==> config.mk <==
export PLATFORM = sky130hd
export DESIGN_NAME = loop_replay_buf
export DESIGN_NICKNAME = d
export VERILOG_FILES = /design/src/rtl/lrb_pkg.sv /design/src/rtl/lrb_half_tracker.sv /design/src/rtl/lrb_tag_array.sv /design/src/rtl/lrb_out_stage.sv /design/src/rtl/loop_replay_buf.sv
export SDC_FILE = /design/constraint.sdc
export NUM_CORES = 1
export LEC_CHECK = 0
export CAP_MARGIN = 5
export CORE_MARGIN = 2
export CORE_UTILIZATION = 35
export DETAILED_ROUTE_END_ITERATION = 10
export GPL_TIMING_DRIVEN = 0
export PLACE_DENSITY = 0.54
export SYNTH_ARGS = -nofsm -noshare
export SYNTH_HDL_FRONTEND = slang
export SYNTH_HIERARCHICAL = 1
export SYNTH_SLANG_ARGS = --single-unit
==> constraint.sdc <==
create_clock -name clk -period 5.6 [get_ports clk]
set_input_delay 1.12 -clock clk [delete_from_list [all_inputs] [get_ports clk]]
set_output_delay 1.12 -clock clk [all_outputs]
set_load 0.02 [all_outputs]
==> src/rtl/lrb_pkg.sv <==
package lrb_pkg;

   typedef enum logic {
      HALF_RIGHT = 1'b0,
      HALF_LEFT  = 1'b1
   } half_sel_e;

   // Next dispatch half: full bundle keeps the index, split bundle flips it.
   function automatic half_sel_e next_half(input logic change, input half_sel_e cur);
      return (change == logic'(cur)) ? HALF_LEFT : HALF_RIGHT;
   endfunction

endpackage

==> src/rtl/lrb_half_tracker.sv <==
module lrb_half_tracker
   import lrb_pkg::*;
(
   input  logic      clk,
   input  logic      rst_n,
   input  logic      adv,
   input  logic      par_a,
   input  logic      par_b,
   output half_sel_e idx_q
);

   logic      change;
   half_sel_e idx_d;

   assign change = par_a | par_b;

   always_comb begin
      idx_d = next_half(change, idx_q);
   end

   always_ff @(posedge clk) begin
      if (!rst_n) begin
         idx_q <= HALF_RIGHT;
      end else if (adv) begin
         idx_q <= idx_d;
      end
   end

   AST_PAR_LEGAL: assert property (@(posedge clk) disable iff (!rst_n)
      adv |-> !(par_a && par_b));

   AST_SPLIT_TOGGLES: assert property (@(posedge clk) disable iff (!rst_n)
      (adv && !par_a && !par_b) |=> (idx_q != $past(idx_q)));

   AST_FULL_KEEPS: assert property (@(posedge clk) disable iff (!rst_n)
      (adv && (par_a || par_b)) |=> (idx_q == $past(idx_q)));

   AST_STALL_HOLDS: assert property (@(posedge clk) disable iff (!rst_n)
      !adv |=> $stable(idx_q));

endmodule

==> src/rtl/lrb_tag_array.sv <==
module lrb_tag_array
   import lrb_pkg::*;
#(
   parameter int ENTRIES    = 16,
   parameter int PC_W       = 32,
   parameter int CTRL_W     = 32,
   parameter bit SEL_ONEHOT = 1'b1
) (
   input  logic              clk,
   input  logic              rst_n,
   input  logic              flush,
   input  logic              wr_en,
   input  logic [PC_W-1:0]   key_pc,
   input  half_sel_e         key_half,
   input  logic [CTRL_W-1:0] wr_data,
   output logic              key_hit,
   output logic [CTRL_W-1:0] rd_data
);

   localparam int PTR_W = (ENTRIES > 1) ? $clog2(ENTRIES) : 1;
   localparam logic [PTR_W-1:0] LAST_SLOT = PTR_W'(ENTRIES - 1);

   logic [ENTRIES-1:0] valid_q;
   logic [ENTRIES-1:0] match;
   logic [PC_W-1:0]    pc_q   [ENTRIES];
   half_sel_e          half_q [ENTRIES];
   logic [CTRL_W-1:0]  data_q [ENTRIES];
   logic [PTR_W-1:0]   alloc_q;
   logic               alloc_new;

   for (genvar g = 0; g < ENTRIES; g++) begin : g_cmp
      assign match[g] = valid_q[g] && (pc_q[g] == key_pc) && (half_q[g] == key_half);
   end

   assign key_hit   = |match;
   assign alloc_new = wr_en && !flush && !key_hit;

   always_ff @(posedge clk) begin
      if (!rst_n) begin
         valid_q <= '0;
         alloc_q <= '0;
      end else if (flush) begin
         valid_q <= '0;
         alloc_q <= '0;
      end else if (alloc_new) begin
         valid_q[alloc_q] <= 1'b1;
         alloc_q          <= (alloc_q == LAST_SLOT) ? '0 : alloc_q + 1'b1;
      end
   end

   always_ff @(posedge clk) begin
      if (wr_en && !flush) begin
         if (key_hit) begin
            for (int i = 0; i < ENTRIES; i++) begin
               if (match[i]) data_q[i] <= wr_data;
            end
         end else begin
            pc_q[alloc_q]   <= key_pc;
            half_q[alloc_q] <= key_half;
            data_q[alloc_q] <= wr_data;
         end
      end
   end

   if (SEL_ONEHOT) begin : g_sel_andor
      always_comb begin
         rd_data = '0;
         for (int i = 0; i < ENTRIES; i++) begin
            if (match[i]) rd_data = rd_data | data_q[i];
         end
      end
   end else begin : g_sel_enc
      logic [PTR_W-1:0] sel;
      always_comb begin
         sel = '0;
         for (int i = ENTRIES - 1; i >= 0; i--) begin
            if (match[i]) sel = PTR_W'(i);
         end
         rd_data = key_hit ? data_q[sel] : '0;
      end
   end

   AST_KEY_UNIQUE: assert property (@(posedge clk) disable iff (!rst_n)
      $onehot0(match));

   AST_ALLOC_MOVES: assert property (@(posedge clk) disable iff (!rst_n)
      alloc_new |=> (alloc_q != $past(alloc_q)));

   AST_REWRITE_STAYS: assert property (@(posedge clk) disable iff (!rst_n)
      (wr_en && !flush && key_hit) |=> $stable(alloc_q));

endmodule

==> src/rtl/lrb_out_stage.sv <==
module lrb_out_stage #(
   parameter int CTRL_W = 32
) (
   input  logic              clk,
   input  logic              rst_n,
   input  logic              lk_en,
   input  logic              lk_match,
   input  logic [CTRL_W-1:0] lk_data,
   output logic              hit_q,
   output logic              miss_q,
   output logic [CTRL_W-1:0] data_q
);

   always_ff @(posedge clk) begin
      if (!rst_n) begin
         hit_q  <= 1'b0;
         miss_q <= 1'b0;
         data_q <= '0;
      end else begin
         hit_q  <= lk_en && lk_match;
         miss_q <= lk_en && !lk_match;
         data_q <= (lk_en && lk_match) ? lk_data : '0;
      end
   end

   AST_HIT_MISS_EXCL: assert property (@(posedge clk) disable iff (!rst_n)
      !(hit_q && miss_q));

   AST_MISS_NO_DATA: assert property (@(posedge clk) disable iff (!rst_n)
      miss_q |-> (data_q == '0));

   AST_LOOKUP_ANSWERS: assert property (@(posedge clk) disable iff (!rst_n)
      lk_en |=> (hit_q || miss_q));

   AST_IDLE_SILENT: assert property (@(posedge clk) disable iff (!rst_n)
      !lk_en |=> (!hit_q && !miss_q));

endmodule

==> src/rtl/loop_replay_buf.sv <==
module loop_replay_buf
   import lrb_pkg::*;
#(
   parameter int ENTRIES    = 16,
   parameter int PC_W       = 32,
   parameter int CTRL_W     = 32,
   parameter bit SEL_ONEHOT = 1'b1
) (
   input  logic              clk,
   input  logic              rst_n,
   input  logic              flush,
   input  logic              dec_adv,
   input  logic              slot_a_par,
   input  logic              slot_b_par,
   input  logic              store_mode,
   input  logic              fetch_mode,
   input  logic [PC_W-1:0]   pc,
   input  logic [CTRL_W-1:0] ctrl_in,
   output logic              hit,
   output logic              miss,
   output logic [CTRL_W-1:0] ctrl_out,
   output logic              half_idx
);

   if (ENTRIES < 2) begin : g_bad_entries
      $error("loop_replay_buf: ENTRIES must be at least 2");
   end
   if (PC_W < 1) begin : g_bad_pc
      $error("loop_replay_buf: PC_W must be positive");
   end
   if (CTRL_W < 1) begin : g_bad_ctrl
      $error("loop_replay_buf: CTRL_W must be positive");
   end

   half_sel_e         cur_half;
   logic              key_hit;
   logic [CTRL_W-1:0] key_data;

   lrb_half_tracker u_tracker (
      .clk   (clk),
      .rst_n (rst_n),
      .adv   (dec_adv),
      .par_a (slot_a_par),
      .par_b (slot_b_par),
      .idx_q (cur_half)
   );

   lrb_tag_array #(
      .ENTRIES    (ENTRIES),
      .PC_W       (PC_W),
      .CTRL_W     (CTRL_W),
      .SEL_ONEHOT (SEL_ONEHOT)
   ) u_array (
      .clk      (clk),
      .rst_n    (rst_n),
      .flush    (flush),
      .wr_en    (store_mode),
      .key_pc   (pc),
      .key_half (cur_half),
      .wr_data  (ctrl_in),
      .key_hit  (key_hit),
      .rd_data  (key_data)
   );

   lrb_out_stage #(
      .CTRL_W (CTRL_W)
   ) u_out (
      .clk      (clk),
      .rst_n    (rst_n),
      .lk_en    (fetch_mode),
      .lk_match (key_hit),
      .lk_data  (key_data),
      .hit_q    (hit),
      .miss_q   (miss),
      .data_q   (ctrl_out)
   );

   assign half_idx = logic'(cur_half);

   AST_FLUSH_EMPTIES: assert property (@(posedge clk) disable iff (!rst_n)
      (flush ##1 fetch_mode) |=> miss);

   AST_STORE_THEN_HIT: assert property (@(posedge clk) disable iff (!rst_n)
      (store_mode && !flush ##1 fetch_mode && $stable(pc) && $stable(half_idx)) |=> hit);

endmodule

# Word-level counts from Yosys, hierarchy flattened
# Memories as Yosys holds them, arrays and structs flattened.
# Cells that the tools add are included.
# Widths: inputs -> output; s select.
# totals
register_bits	55
ram_bits	1040
input_bits	72
out_inout_bits	35
n_memories	3
# op_classes
addsub	1
order_cmp	2
n_eq_ne	34
n_mux	90
bitwise	18
reduce_logical	43
# mem_list
name	words	width	read_ports	rd_clocked_by_memory_dff	write_ports	line	text
u_array.data_q	16	32	16	0	16	lrb_tag_array.sv:27	logic [CTRL_W-1:0] data_q [ENTRIES];
u_array.pc_q	16	32	16	0	1	lrb_tag_array.sv:25	logic [PC_W-1:0] pc_q [ENTRIES];
u_array.half_q	16	1	16	0	1	lrb_tag_array.sv:26	half_sel_e half_q [ENTRIES];
# ops
cell	n
$mux 32	17
$eq 32x32->1	16
$or 32x32->32	15
$mux 1	70
$logic_and 1x1->1	37
$reduce_or 32->1	1
$eq 1x1->1	17
$or 16x16->16	1
$reduce_or 16->1	1
$mux 4	2
$lt 4x5->1 const B	1
$add 4x1->4 const B	1
$demux 1 s4	1
$eq 4x4->1 const B	1
$ge 4x1->1 const B	1
$logic_not 1->1	2
$reduce_and 2->1	1
$reduce_or 2->1	1
$not 1->1	1
$or 1x1->1	1

# Longest topological paths before layout
# Gate-level depths: netlist (run 1).
# logic_depth
word_depth	34
depth_mapped	15
depth_no_buf	9

# By module
# The synthesis (run 1) kept the hierarchy.
# by_module_without_submodules
mod	n_inst	cells_each	area_each_um2	seq_area_each_um2
lrb_tag_array	1	2298	41467.3	31630.3
lrb_out_stage	1	77	1043.5	680.7
lrb_half_tracker	1	5	52.6	20.0

# Least setup slack after synthesis (run 1)
# Ideal clock, no wire load.
# synth_timing
path_type	input to register
startpoint	in pc[1]
endpoint	mem u_array.data_q[11][0], enable pin
setup_time_ps	394
arrival_time_ps	3970
required_time_ps	5206
slack_ps	1237
stages	14
cell_sequence	buf_2 buf_4 inv_1 o22ai_1 nor4_1 and4_1 clkbuf_1 nor4_1 and4_1 buf_6 inv_4 nor2_2 clkbuf_1 a32o_1
# synth_rtl
element	line	text
from (decl)	loop_replay_buf.sv:17	input logic [PC_W-1:0] pc,
to (decl)	lrb_tag_array.sv:27	

==> results of run 1 <==
==> power groups by stage <==
stage | sequential [mW] | clock, mW | combinational [mW]
floorplan | 9.17 | 0 | 0.288
global placement | 9.18 | 0 | 0.660
detailed placement | 9.18 | 0 | 0.677
CTS | 9.00 | 7.32 | 0.677
global route | 9.00 | 7.63 | 0.708
finish | 9.00 | 7.21 | 0.679
==> flip-flops by register name, summed over array words and instances (netlist names) <==
| signal | flops |
|---|---|
| u_array/valid_q | 16 |
| u_array/alloc_q | 4 |
| u_tracker/idx_q | 1 |
| u_out/data_q | 32 |
| u_out/miss_q | 1 |
| u_out/hit_q | 1 |
| u_array/half_q | 16 |
| u_array/pc_q | 512 |
| u_array/data_q | 512 |
==> final cells by class <==
cell class              count  area, sq um
fillers                 10700        70500
flip-flops and latches   1095        32300
multi-input cells        1129         9570
clock buffers             152         3010
well taps                1612         2020
repair buffers            128         1370
plain buffers             143          918
clock inverters            52          493
inverters                  13         51.3
diodes                      7         17.5
==> cells in the mapped netlist, types with 2 or more instances <==
master                        n  area (sq um)
sky130_fd_sc_hd__and4_2       3          30.0
sky130_fd_sc_hd__nor3_2       9          90.1
sky130_fd_sc_hd__nand2_1      3          11.3
sky130_fd_sc_hd__nand3_1     25           125
sky130_fd_sc_hd__ha_1         4          50.1
sky130_fd_sc_hd__xor2_1     413          3620
sky130_fd_sc_hd__nor2_1       3          11.3
sky130_fd_sc_hd__nor2b_1      4          25.0
sky130_fd_sc_hd__nor3_1       4          20.0
sky130_fd_sc_hd__buf_1        3          11.3
sky130_fd_sc_hd__o21ai_0      8          40.0
sky130_fd_sc_hd__buf_6       35           394
sky130_fd_sc_hd__a21oi_1      5          25.0
sky130_fd_sc_hd__a222oi_1     3          30.0
sky130_fd_sc_hd__and3_1      17           106
sky130_fd_sc_hd__inv_1       12          45.0
sky130_fd_sc_hd__nand4_1     71           444
sky130_fd_sc_hd__buf_4       17           128
sky130_fd_sc_hd__a221oi_1   128          1120
sky130_fd_sc_hd__nor4_4       2          42.5
sky130_fd_sc_hd__xnor2_1    103           902
sky130_fd_sc_hd__nand2b_1     2          12.5
sky130_fd_sc_hd__a32o_1      32           320
sky130_fd_sc_hd__edfxtp_1  1040         31200
sky130_fd_sc_hd__o22ai_1      3          18.8
sky130_fd_sc_hd__buf_2       32           160
sky130_fd_sc_hd__clkbuf_1    56           210
sky130_fd_sc_hd__dfxtp_1     55          1100
sky130_fd_sc_hd__and2_1       4          25.0
sky130_fd_sc_hd__a22o_1     128          1120
sky130_fd_sc_hd__and4_1      33           289
sky130_fd_sc_hd__nor4_1     111           694
==> layer usage <==
layer | up-vias | track usage | part of all wire
met1 | 13000 | 0.299 | 0.41
met5 | - | 0 | 0.000078
met3 | 242 | 0.0337 | 0.076
li1 | 9968 | - | -
met2 | 1239 | 0.362 | 0.48
met4 | 2 | 0.0783 | 0.034
==> final timing paths <==
kind              slack, ps          startpoint               endpoint  depth (start not counted)
hold reg to reg         510  u_array/valid_q[1]     u_array/valid_q[1]                          1
setup reg to reg        180     u_tracker/idx_q  u_array/data_q[14][9]                          9
hold / removal          510  u_array/valid_q[1]     u_array/valid_q[1]                          1
setup / recovery        -30              pc[10]  u_array/data_q[14][9]                         10
==> critical path: cells and delay by family <==
family	cells	cell delay, ps
xor gates and xnor gates	1	110
AOI/OAI and AO/OA	1	780
and+or+nand+nor	3	1250
buffers and inverters	5	2590
==> stage by stage <==
| step | instance area (sq um) | utilization | hold WS (ps) | std cells | worst slack [ps] |
|---|---|---|---|---|---|
| 3_5_place_dp | 46000 | 0.382 | 488 | 4108 | -3160 |
| 6_report | 49800 | 0.414 | 509 | 4331 | -34.7 |
| 3_3_place_gp | 45600 | 0.379 | 476 | 4098 | -4300 |
| 2_1_floorplan | 42600 | - | 436 | 2380 | 1240 |
| 5_1_grt | 49800 | 0.414 | 522 | 4324 | -103 |
| 4_1_cts | 49700 | 0.413 | 504 | 4323 | 4.95 |
==> logic make-up after synthesis <==
family	count (synthesis)	synth area share
buffers and inverters	156	0.0224
AO/OA/AOI/OAI	311	0.0636
adder cells (fa/ha/maj)	4	0.00118
XOR/XNOR	516	0.106
flip-flops	1095	0.760
multiplexers	1	0.000235
AND/OR/NAND/NOR	297	0.0468
==> repair_timing <==
| action | in CTS | in global routing |
|---|---|---|
| pin swaps | 6 | 2 |
| buffers inserted | 11 | 1 |
| setup endpoints to repair | 1094 | 865 |
| gates resized for setup | 107 | 22 |
==> summary by stage, run 1 <==
STA
For the finished layout, the period the worst path requires is 5630 ps. The setup TNS is -229 ps. The final hold violation count came to 0.

Setup repair after global routing could not meet its margin everywhere. At the pin with the least slew margin, the transition time is 1390 ps. The worst pin sits at a relative slew slack of 0.0706. In the post-route analysis, the smallest setup slack over all paths is -34.7 ps.

Of the available clock period, the critical path in the final layout requires 1.01. The final count of negative-setup-slack endpoints is 9. The highest clock frequency the design can meet is 0.177 GHz.

The clock arrives with 58.1 ps of skew. The number of max-slew violations in the final report is 0.

Floorplan
107 I/O pins were placed. After floorplanning, the core was sized to cover 0.120 sq mm. For this configuration, the core starts out at a cell density of 0.354. The die covers 0.124 sq mm.

In this run the horizontal extent of the chip is 353 um. The vertical die dimension is 353 um. The number of rows created at floorplan is 127.

Detailed routing
The total length of routed wires is 141 mm. The count of TritonRoute iterations in the first routing pass is 5. The remaining antenna violation count is 0. The DRC violation count after routing is 0.

The violation count after the first detailed-route iteration is 2894. In the routed layout, each cell is associated on average with a via count of 5.64. The post-detailed-route wirelength per cell is 32.5 um. The total vias in the final route is 24.4k.

Pwr
The internal power of the cells totals 13.3 mW. The final total power is 16.9 mW. IR analysis of the VDD net gives a maximum drop of 0.269 mV. The analysis attributes to cell leakage a power of 16.1 nW. Power spread over the standard cell area amounts to 339 mW/mm^2.

The proportion of power drawn by combinational gates is 0.040. The switching power is 3.63 mW. The register share of total power is 0.533. The fraction of power spent switching nets is 0.215. The clock share of power is 0.427.

Critical path
Along the worst path, the maximum fanout reaches 32. The path type of the worst setup path is in -> reg. Data on the critical path is required at its endpoint by 5900 ps. The slowest stage of the critical path belongs to the cell sky130_fd_sc_hd__clkbuf_1.

The signal on the critical path passes through dlygate4sd2_1, buf_2, buf_6, xor2_1, nor4_1, nand4_1, nor4_4, buf_4, clkbuf_1, a32o_4. The arrival time at the worst endpoint is 5930 ps. The highest cell delay on the worst timing path is 930 ps. The type of destination of the critical path is a register. The worst setup path is launched from an input port.

Layout
Compared with the post-synthesis result, the final layout area differs by 17.0%. The share of final-layout standard cells stronger than drive strength 1 is 0.130. Leaving out fill and tap cells, the most frequent cells in the layout are sky130_fd_sc_hd__edfxtp_1 (1040), sky130_fd_sc_hd__xor2_1 (413), sky130_fd_sc_hd__a22o_1 (128), sky130_fd_sc_hd__a221oi_1 (128), sky130_fd_sc_hd__clkbuf_16 (113). The number of nets in the final layout is 2699. The commonest non-fill, non-tap cell in the layout is sky130_fd_sc_hd__edfxtp_1.

Worst hold path
The worst hold path belongs to the class reg -> reg.

Clock tree
Clock tree synthesis found a total of 1095 sinks. The CTS tree is done. The maximum buffer depth of the clock tree is 3. Buffers inserted to repair hold after CTS numbered 0. The clock-pin slew on the worst setup and hold paths is 60 ps.

Clock tree synthesis selected as its root buffer the cell sky130_fd_sc_hd__clkbuf_16. The insertion delay to the later sink of the worst-skew pair is 720 ps. The number of buffers added by the clock tree synthesis step is 113.

The H-tree generated during clock tree synthesis spans 3 levels.

Synthesis
The number of enable-type register cells in the synthesized netlist is 1040. Counting flops and latches in the post-synthesis netlist gives 1095. The synthesized netlist occupies a cell area of 0.0426 sq mm. For this run, the leading register cell type out of synthesis is sky130_fd_sc_hd__edfxtp_1.

Counting every instance in the synthesized netlist gives 2380. The average cell area after synthesis is 17.9 sq um. The count of synthesis-stage warnings from yosys is 6.

The async set-reset flop share out of synthesis is 0. The post-synthesis sequential area ratio is 0.760. In this run, distinct cell masters in the synthesized netlist total 44. The number of nets produced by synthesis is 2456.

Outcome
The checks that failed: negative setup slack. The flow ran to the end, but the final reports show violations.

Placed design
The detailed-placement wirelength estimate is 83.6 mm. At the end of routability-driven placement, the weighted congestion stood at 0.822. Input and output buffers added on the ports amount to 106.

Global routing
The total track usage is 0.221. The overall overflow remaining after global route is 0. The number of global-route vias before repair is 23.7k. The first global-routing pass estimated 192 mm of wire. Entering global routing, the biggest net connects 34 pins.

The initial antenna violation count was 7.

Flow run
The count of maximum capacitance violations is 0.
Power figures use the tool's default switching activity.
==> run 2: changes to the inputs <==
--- a/config.mk
+++ b/config.mk
@@ -5,12 +5,13 @@
 export SDC_FILE = /design/constraint.sdc
 export NUM_CORES = 1
 export LEC_CHECK = 0
+export ABC_CLOCK_PERIOD_IN_PS = 5600
 export CAP_MARGIN = 5
-export CORE_MARGIN = 2
-export CORE_UTILIZATION = 35
+export CORE_MARGIN = 3
+export CORE_UTILIZATION = 60
 export DETAILED_ROUTE_END_ITERATION = 10
 export GPL_TIMING_DRIVEN = 0
-export PLACE_DENSITY = 0.54
+export PLACE_DENSITY = 0.82
 export SYNTH_ARGS = -nofsm -noshare
 export SYNTH_HDL_FRONTEND = slang
 export SYNTH_HIERARCHICAL = 1
==> run 2 against run 1 <==
The flow still finishes with violations (negative setup slack). Clock skew shrank 22 ps. Core utilization increased by 28 points. Combinational power down 1%. First-iteration DRC count is 67% higher. Worst setup slack worse by 150 ps. Sequential share of layout area up 1.2 points. Global-route usage rose by 13 points. Sequential power hardly changed. Critical path type unchanged. Largest cell class unchanged.
==> summary by stage, run 2 (synthesized netlist as in run 1, its figures left out) <==
Critical path
In this run the worst path has a maximum fanout of 17. The startpoint of the most critical register-to-register path is u_tracker/idx_q. By startpoint and endpoint, the worst setup path is classified as in -> reg. The endpoint of the worst-slack reg-to-reg timing path is u_array/data_q[11][6]. Tracing the worst setup path back leads to its startpoint at pc[1]. STA classifies the critical path startpoint as an input port. Together, buffers and inverters on the worst path number 9.

Walking the worst path, the cells encountered are clkdlybuf4s15_2, buf_2, buf_4, inv_1, o22ai_1, nor4_1, and4_1, clkbuf_1, nor4_1, and4_1, buf_6, inv_4, nor2_2, clkbuf_1, a32o_2, buf_12. The worst setup slack for register-to-register paths is 280 ps. The type of destination of the critical path is a register. The critical path required time is 5970 ps.

The category of cells accounting for the largest share of critical-path delay is buffers and inverters. The number of stages on the worst setup path is 16. The number of cells on the worst reg-to-reg path is 14. STA puts the critical path data arrival time at 6150 ps.

On the critical path, the stage with the largest delay is an instance of sky130_fd_sc_hd__a32o_2. For this run, the slowest stage of the critical path takes 740 ps. The critical path ends at u_array/data_q[11][6].

Detailed routing
Summed over all layers, the routed wires come to 131 mm. The first detailed-routing pass ran for 7 iterations. The post-detailed-route wirelength per cell is 35.9 um.

After detailed routing, the number of vias per cell comes to 7.11. The remaining antenna violation count is 0. The total vias in the final route is 25.9k.

The violation count after the first detailed-route iteration is 4838. For this run, design rule violations remaining after detail routing come to 0.

Layout
Of the cells placed in the final design, the portion with a size suffix greater than 1 is 0.133. From synthesis to final layout, the design area changed by 14.8%. The commonest non-fill, non-tap cell in the layout is sky130_fd_sc_hd__edfxtp_1. The largest registers in the layout are u_array/data_q x512, u_array/pc_q x512, u_out/data_q x32.

The number of nets in the final layout is 2691. Once layout is complete, the cells apart from fillers number 3648. The top cell types in the final layout, fill and taps aside, are sky130_fd_sc_hd__edfxtp_1 (1040), sky130_fd_sc_hd__xor2_1 (413), sky130_fd_sc_hd__a22o_1 (128), sky130_fd_sc_hd__a221oi_1 (128), sky130_fd_sc_hd__clkbuf_16 (104).

STA
In the final timing run, aggregate negative setup slack is -36770 ps. The number of max-slew violations in the final report is 0. The clock tree skew after final layout is 35.8 ps. At the pin with the least slew margin, the transition time is 1330 ps. The worst path setup slack after routing is -186 ps.

Headroom to the max-slew limit came out at 0.114. The highest clock frequency the design can meet is 0.173 GHz. In the finished design, the share of the clock period the worst path needs comes to 1.03.

Setup repair after global routing could not meet its margin everywhere. The final count of negative-setup-slack endpoints is 403. The final hold violation count is 0. The clock period minus worst slack is 5790 ps.

Global routing
Global routing finished with a remaining overflow of 0. The number of global-route vias before repair is 25.3k. The first-pass GRT wire length is 181 mm. In the global route stage, overall resource usage came out at 0.350. The initial antenna violation count was 7. The maximum number of pins on one net before global-route repair is 34.

Floorplan
The count of boundary I/O pins is 107. The width of the die is 272 um. The floorplan step defined a die boundary enclosing 0.0742 sq mm.

The core region is 0.0701 sq mm. The number of rows created at floorplan is 97. The initial utilization of the core area, before any placement, comes to 0.607. The die is 272 um tall.

Placed design
The wire-length estimate of the detail-placed layout is 78.0 mm. Once placement completed, the tool counted placed cells totaling 3442. The placer's final routability congestion estimate is 0.975. Port buffering added 106 buffers.

Clock tree
In this run the number of H-tree levels came out at 3. Counting along the longest clock path gives a buffer depth of 3. The root cell of the clock tree is sky130_fd_sc_hd__clkbuf_16. TritonCTS built the clock tree. The number of buffers added by the clock tree synthesis step is 103. The later pin in the worst-skew pair is clocked with a latency of 690 ps.

Clock-pin slew was measured on the worst setup and hold paths at 60 ps. The TritonCTS sink count is 1095.

Pwr
The leakage power of the design is 16.1 nW. The worst vdd rail ir drop is 0.336 mV. Total power for the finished layout comes to 16.7 mW. The total power divided by cell area is 342 mW/mm^2.

Worst hold path
The min-delay analysis places its worst path in the category reg -> reg. The startpoint of the worst hold path is u_array/valid_q[7].

Flow run
Across the run, the number of max-cap violations was 0.

Outcome
The flow ran to the end, but the final reports show violations. The final reports fail on negative setup slack.
## run 2: changes by cell type in the layout (fill, tap and decap cells not counted), sizes merged
cell           delta
buf               -2
bufinv            +2
clkbuf            -4
clkdlybuf4s15     -2
clkinv            -2
clkinvlp          -1
diode             -4
inv               +2
## run 2: metrics by stage
stage	instance area [sq um]	hold slack, ps	utilization	setup slack [ps]
6_report	48800	483	0.696	-186
5_1_grt	48800	501	0.696	-91.7
4_1_cts	48800	477	0.695	5.19
3_5_place_dp	45200	464	0.644	-2290
3_3_place_gp	44800	447	0.639	-3250
2_1_floorplan	42600	436	-	1240
## run 2: layout make-up
class	instances	area, sq um
Timing Repair Buffer	130	1440
Antenna cell	3	7.51
Multi-Input combinational cell	1129	9480
Sequential cell	1095	32300
Fill cell	4113	21300
Clock inverter	53	598
Buffer	143	920
Inverter	13	51.3
Clock buffer	142	2840
Tap cell	940	1180
## run 2: timing repair
action | 4_1_cts | 5_1_grt
gates resized for setup | 97 | 34
setup buffers | 3 | 5
pin swaps | 1 | 3
hold buffers | 0 | 0
endpoints found under the setup margin | 1094 | 1020
gates cloned | 0 | 0
## run 2: worst register-to-register path: cells and delay by family (launching register included)
kind | cells | cell delay (ps)
buf+inv | 6 | 1510
xor+xnor | 1 | 160
simple gates | 6 | 2000
flops | 1 | 800
compound gates | 1 | 570
## run 2: power breakdown
part	switching, mW	internal, mW	total [mW]
logic	0.484	0.188	0.672
registers	0.0155	8.99	9.00
clock network	3.03	3.99	7.02
## run 2: worst min path at each step
stage,to,cells past startpoint
final,u_array/valid_q[7],1
after global routing,u_array/valid_q[12],1
after CTS,u_array/valid_q[7],1
after detailed placement,u_array/valid_q[7],1
after global placement,u_array/valid_q[7],1
after floorplan,u_array/valid_q[0],1
## run 2: metal layers
layer	wire length [um]	vias to the layer above	global-route usage
met5	51	-	0
met1	42300	12800	0.451
met2	58700	2657	0.523
met4	8160	6	0.191
li1	-	9935	-
met3	21600	563	0.123
